===== src/rtl/tx_line_pkg.sv =====
package tx_line_pkg;

  // Frame sequencer states
  typedef enum logic [2:0] {
    ST_IDLE  = 3'd0,
    ST_START = 3'd1,
    ST_DATA  = 3'd2,
    ST_PAR   = 3'd3,
    ST_STOP  = 3'd4
  } tx_state_e;

  // Parity mode encoding carried on par_sel
  typedef enum logic [1:0] {
    PAR_ODD   = 2'd0,
    PAR_EVEN  = 2'd1,
    PAR_MARK  = 2'd2,
    PAR_SPACE = 2'd3
  } par_mode_e;

  // Line-control word captured at acceptance
  typedef struct packed {
    logic      par_en;
    par_mode_e par_mode;
  } line_cfg_t;

  localparam line_cfg_t CFG_RESET = '{par_en: 1'b0, par_mode: PAR_ODD};

  // Serial level for a state that does not carry a data or parity bit
  function automatic logic fixed_level(input tx_state_e st);
    return (st == ST_START) ? 1'b0 : 1'b1;
  endfunction

endpackage


===== src/rtl/tx_parity_gen.sv =====
module tx_parity_gen
  import tx_line_pkg::*;
#(
  parameter int DATA_W = 8
) (
  input  logic [DATA_W-1:0] data_in,
  input  par_mode_e         mode,
  output logic              par_bit
);

  // Reduction XOR is 1 when the data holds an odd number of ones
  function automatic logic calc_parity(input logic [DATA_W-1:0] d, input par_mode_e m);
    logic odd_ones;
    odd_ones = ^d;
    case (m)
      PAR_ODD:   return ~odd_ones;
      PAR_EVEN:  return odd_ones;
      PAR_MARK:  return 1'b1;
      default:   return 1'b0;
    endcase
  endfunction

  assign par_bit = calc_parity(data_in, mode);

endmodule


===== src/rtl/tx_frame_seq.sv =====
module tx_frame_seq
  import tx_line_pkg::*;
#(
  parameter int DATA_W = 8
) (
  input  logic              clk,
  input  logic              rst_n,
  input  logic              baud_tick,
  input  logic [DATA_W-1:0] tx_data,
  input  logic              tx_valid,
  input  line_cfg_t         cfg_in,
  input  logic              par_in,
  output logic              tx_ready,
  output logic              ser_bit,
  output logic              accept_evt,
  output logic              frame_done_evt,
  output tx_state_e         state_o,
  output logic [$clog2(DATA_W)-1:0] bit_idx_o,
  output line_cfg_t         cfg_o
);

  localparam int IDX_W = $clog2(DATA_W);
  localparam logic [IDX_W-1:0] LAST_IDX = IDX_W'(DATA_W - 1);

  tx_state_e         state_q;
  logic [IDX_W-1:0]  idx_q;
  logic [DATA_W-1:0] shreg_q;
  line_cfg_t         cfg_q;
  logic              par_q;

  assign tx_ready       = (state_q == ST_IDLE);
  assign accept_evt     = tx_valid && tx_ready;
  assign frame_done_evt = (state_q == ST_STOP) && baud_tick;

  always_ff @(posedge clk) begin
    if (!rst_n) begin
      state_q <= ST_IDLE;
      idx_q   <= '0;
      shreg_q <= '0;
      cfg_q   <= CFG_RESET;
      par_q   <= 1'b0;
    end else begin
      case (state_q)
        ST_IDLE: begin
          if (accept_evt) begin
            shreg_q <= tx_data;
            cfg_q   <= cfg_in;
            par_q   <= par_in;
            idx_q   <= '0;
            state_q <= ST_START;
          end
        end
        ST_START: begin
          if (baud_tick) state_q <= ST_DATA;
        end
        ST_DATA: begin
          if (baud_tick) begin
            shreg_q <= shreg_q >> 1;
            if (idx_q == LAST_IDX) begin
              idx_q   <= '0;
              state_q <= cfg_q.par_en ? ST_PAR : ST_STOP;
            end else begin
              idx_q <= idx_q + 1'b1;
            end
          end
        end
        ST_PAR: begin
          if (baud_tick) state_q <= ST_STOP;
        end
        ST_STOP: begin
          if (baud_tick) state_q <= ST_IDLE;
        end
        default: state_q <= ST_IDLE;
      endcase
    end
  end

  always_comb begin
    case (state_q)
      ST_DATA: ser_bit = shreg_q[0];
      ST_PAR:  ser_bit = par_q;
      default: ser_bit = fixed_level(state_q);
    endcase
  end

  assign state_o   = state_q;
  assign bit_idx_o = idx_q;
  assign cfg_o     = cfg_q;

endmodule


===== src/rtl/tx_line_drive.sv =====
module tx_line_drive (
  input  logic ser_bit,
  input  logic brk_force,
  output logic txd
);

  // Break overrides the sequencer output unconditionally
  assign txd = brk_force ? 1'b0 : ser_bit;

endmodule


===== src/rtl/serial_tx_core.sv =====
module serial_tx_core
  import tx_line_pkg::*;
#(
  parameter int DATA_W = 8
) (
  input  logic              clk,
  input  logic              rst_n,
  input  logic              baud_tick,
  input  logic [DATA_W-1:0] tx_data,
  input  logic              tx_valid,
  output logic              tx_ready,
  input  logic              par_en,
  input  logic [1:0]        par_sel,
  input  logic              brk_force,
  output logic              txd
);

  localparam int IDX_W = $clog2(DATA_W);

  line_cfg_t        cfg_in;
  line_cfg_t        cfg_q;
  logic             par_bit;
  logic             ser_bit;
  logic             accept_evt;
  logic             frame_done_evt;
  tx_state_e        seq_state;
  logic [IDX_W-1:0] seq_idx;
  logic [IDX_W+2:0] pos_code;

  assign cfg_in.par_en   = par_en;
  assign cfg_in.par_mode = par_mode_e'(par_sel);
  assign pos_code        = {seq_state, seq_idx};

  tx_parity_gen #(.DATA_W(DATA_W)) u_par (
    .data_in (tx_data),
    .mode    (cfg_in.par_mode),
    .par_bit (par_bit)
  );

  tx_frame_seq #(.DATA_W(DATA_W)) u_seq (
    .clk            (clk),
    .rst_n          (rst_n),
    .baud_tick      (baud_tick),
    .tx_data        (tx_data),
    .tx_valid       (tx_valid),
    .cfg_in         (cfg_in),
    .par_in         (par_bit),
    .tx_ready       (tx_ready),
    .ser_bit        (ser_bit),
    .accept_evt     (accept_evt),
    .frame_done_evt (frame_done_evt),
    .state_o        (seq_state),
    .bit_idx_o      (seq_idx),
    .cfg_o          (cfg_q)
  );

  tx_line_drive u_drv (
    .ser_bit   (ser_bit),
    .brk_force (brk_force),
    .txd       (txd)
  );

endmodule


===== config.mk =====
export PLATFORM = sky130hd
export DESIGN_NAME = serial_tx_core
export DESIGN_NICKNAME = d
export VERILOG_FILES = /design/src/rtl/tx_line_pkg.sv /design/src/rtl/tx_parity_gen.sv /design/src/rtl/tx_frame_seq.sv /design/src/rtl/tx_line_drive.sv /design/src/rtl/serial_tx_core.sv
export SDC_FILE = /design/constraint.sdc
export NUM_CORES = 1
export LEC_CHECK = 0
export BUFFER_PORTS_ARGS = -buffer_cell sky130_fd_sc_hd__buf_4
export CAP_MARGIN = 20
export CORE_MARGIN = 1
export CORE_UTILIZATION = 52
export CTS_BUF_LIST = sky130_fd_sc_hd__clkbuf_16
export CTS_CLUSTER_DIAMETER = 40
export CTS_CLUSTER_SIZE = 30
export DETAILED_ROUTE_END_ITERATION = 8
export PLACE_DENSITY = 0.76
export SLEW_MARGIN = 25
export SYNTH_ARGS = -nofsm -noshare
export SYNTH_HDL_FRONTEND = slang
export SYNTH_SLANG_ARGS = --single-unit

===== constraint.sdc =====
create_clock -name clk -period 2.1 [get_ports clk]
set_clock_uncertainty 0.2 [all_clocks]
set_input_delay 0.42 -clock clk [delete_from_list [all_inputs] [get_ports clk]]
set_output_delay 0.42 -clock clk [all_outputs]
set_load 0.1 [all_outputs]

==> results.sh <==
export IMPL_outcome="finished, violations left"
export IMPL_violations="DRC"
export IMPL_vdd_drop_max_mv=0.543
export IMPL_rows=14
export IMPL_die_width_um=43.8
export IMPL_tightest_slew_ns=0.468
export IMPL_synth_seq_cells=16
export IMPL_grt_pass1_wl_um=3020
export IMPL_dp_cells=128
export IMPL_avgSynthCellArea_um2=9.38
export IMPL_die_h_um=43.8
export IMPL_setup_tns_ns=0
export IMPL_synth_edf_count=0
export IMPL_antenna_found_initial=0
export IMPL_mostFrequentLayoutCell="buf_4"
export IMPL_clk_path_buf_depth=2
export IMPL_vias_per_cell=5.78
export IMPL_cts_hold_buf=0
export IMPL_synth_ff_type="dfxtp_1"
export IMPL_initial_core_util=0.577
export IMPL_yosysUniqueCellTypes=34
export IMPL_drtAntennaViolNets=0
export IMPL_p_int_mw=0.679
export IMPL_die_area_um2=1920
export IMPL_postSynth_asyncResetShare=0
export IMPL_finalHoldViolations=0
export IMPL_min_period_ns=2.04
export IMPL_stdcell_area_um2=1150
export IMPL_synthesis_instances=97
export IMPL_place_area_um2=1070
export IMPL_fill_cells=124
export IMPL_cts_resized=0
export IMPL_layout_cells_non_filler=132
export IMPL_pwr_density_cell_nw_per_um2=814
export IMPL_cp_cell_sequence="a21oi_1 > a311oi_2 > nor2_4 > buf_4"
export IMPL_synth_area_leaders="dfxtp_1 (35%), mux2i_1 (9.9%), o211a_1 (7.7%)"
export IMPL_area_growth_pct=26.5
export IMPL_hold_class="input pin to register"
export IMPL_hold_depth=2
export IMPL_dpl_hpwl_um=1330
export IMPL_p_clk_frac=0.398
export IMPL_slowest_delay_ns=0.50
export IMPL_htreeDepth=1
export IMPL_total_power_mw=0.936
export IMPL_synth_top_area_share=0.352
export IMPL_multiInputGateArea_um2=571
export IMPL_fmax_mhz=491
export IMPL_clk_pin_slew_ns=0.05
export IMPL_worstSkewPairLatency_ns=0.25
export IMPL_overflow=0
export IMPL_topRoutingLayerUsed="met4"
export IMPL_drive_above_1_share=0.276
export IMPL_seqPwrFrac=0.370
export IMPL_register_area_um2=320
export IMPL_final_cell_mix="buf_4 (21), dfxtp_1 (16), nand2_1 (12)"
export IMPL_switching_share=0.275
export IMPL_post_place_ws_ns=0.282
export IMPL_setup_slack_ns=0.0620
export IMPL_setup_viol=0
export IMPL_met2WireLength_um=843
export IMPL_cellLeakagePower_nw=0.518
export IMPL_yosysSeqAreaShare=0.352
export IMPL_routabilityCongestion=0.709
export IMPL_crit_fanout=7
export IMPL_drtPass1Iterations=6
export IMPL_wl_met3_um=54
export IMPL_via_count=763
export IMPL_ys_warnings_count=0
export IMPL_wl_met1_um=842
export IMPL_portBuffers=17
export IMPL_clock_sinks=16
export IMPL_p_switching_mw=0.257
export IMPL_fin_nets=135
export IMPL_path_buf_inv=1
export IMPL_cp_start_kind="register"
export IMPL_cts_buffers=3
export IMPL_finalWirelength_um=1780
export IMPL_synth_area_leader_cell="dfxtp_1"
export IMPL_grt_max_degree=16
export IMPL_cp_slowest_cell="dfxtp_1"
export IMPL_grt_pass1_vias=726
export IMPL_critPathArrivalTime_ns=1.42
export IMPL_path_depth=4
export IMPL_drcViolationCount=2
export IMPL_num_antenna_cells=0
export IMPL_post_cts_buffers=0
export IMPL_cts_tree="done"
export IMPL_grt_usage=0.220
export IMPL_power_frac_comb=0.232
export IMPL_syn_nets=115
export IMPL_fin_crit_sh=0.970
export IMPL_drv_slew=0
export IMPL_worstSetupPathType="register to primary output"
export IMPL_avgRoutedWirePerCell_um=13.5
export IMPL_slew_headroom=0.686
export IMPL_synth_area_um2=910
export IMPL_finalCoreUtilization=0.730
export IMPL_ctsRootBufferMaster="clkbuf_16"
export IMPL_worst_ep_required_time_ns=1.48
export IMPL_drt_iter0_drc=12
export IMPL_whs_ns=0.214
export IMPL_ff2ff_path_depth=5
export IMPL_worstSetupEndpointType="primary output"
export IMPL_max_cap_viol_count=0
export IMPL_cpLargestDelayFamily="flip-flops"
export IMPL_boundaryPins=18
export IMPL_coreArea_um2=1580
## cell type report
type	count	share of cell area
clock buffers	3	0.0652
flip-flops and latches	16	0.278
multi-input cells	74	0.496
well taps	16	0.0174
inverters	1	0.00326
repair buffers	21	0.137
clock inverters	1	0.00326
## metal layers
layer / up-vias / track usage
li1: 385 / -
met1: 360 / 0.271
met2: 13 / 0.358
met3: 5 / 0.0375
met4: 0 / 0.131
met5: - / 0
## path summary, 6_finish.rpt
kind / to / from / slack [ns]
setup / recovery: txd / u_seq.state_o[1] / 0.06
hold / removal: u_seq.state_o[0] / baud_tick / 0.21
setup reg to reg: u_seq.shreg_q[2] / u_seq.state_o[1] / 0.36
hold reg to reg: u_seq.bit_idx_o[1] / u_seq.bit_idx_o[1] / 0.26
## power groups by stage
stage	combinational (mW)	clock [mW]	sequential (mW)
floorplan	0.164	0	0.345
global placement	0.211	0	0.350
detailed placement	0.217	0	0.351
CTS	0.217	0.382	0.345
global route	0.235	0.394	0.350
finish	0.217	0.373	0.346
## flip-flops by register name, summed over array words and instances (netlist names)
name and count:
u_seq.bit_idx_o 3, u_seq.cfg_o 1, u_seq.par_q 1, u_seq.shreg_q 8
u_seq.state_o 3
## synth_stat cells, types with 2 or more instances
cell type,instances
nor3b_1,2
a21oi_1,4
ha_1,2
nand3_1,2
xnor2_1,5
o211a_1,7
buf_2,2
dfxtp_1,16
buf_4,2
nor2_1,5
nor2b_1,6
nand2_1,12
mux2i_1,9
nor3_1,2
xor2_1,2
## kinds of logic (layout without fill, tap and decap cells)
group	count (synthesis)	after routing	synth area share
compound gates	20	20	0.188
xor+xnor	7	7	0.0674
fa+ha+maj	2	2	0.0275
buf+inv	7	26	0.0481
flops	16	16	0.352
mux	9	9	0.0990
simple gates	36	36	0.217
(Power assumes the default switching activity.)
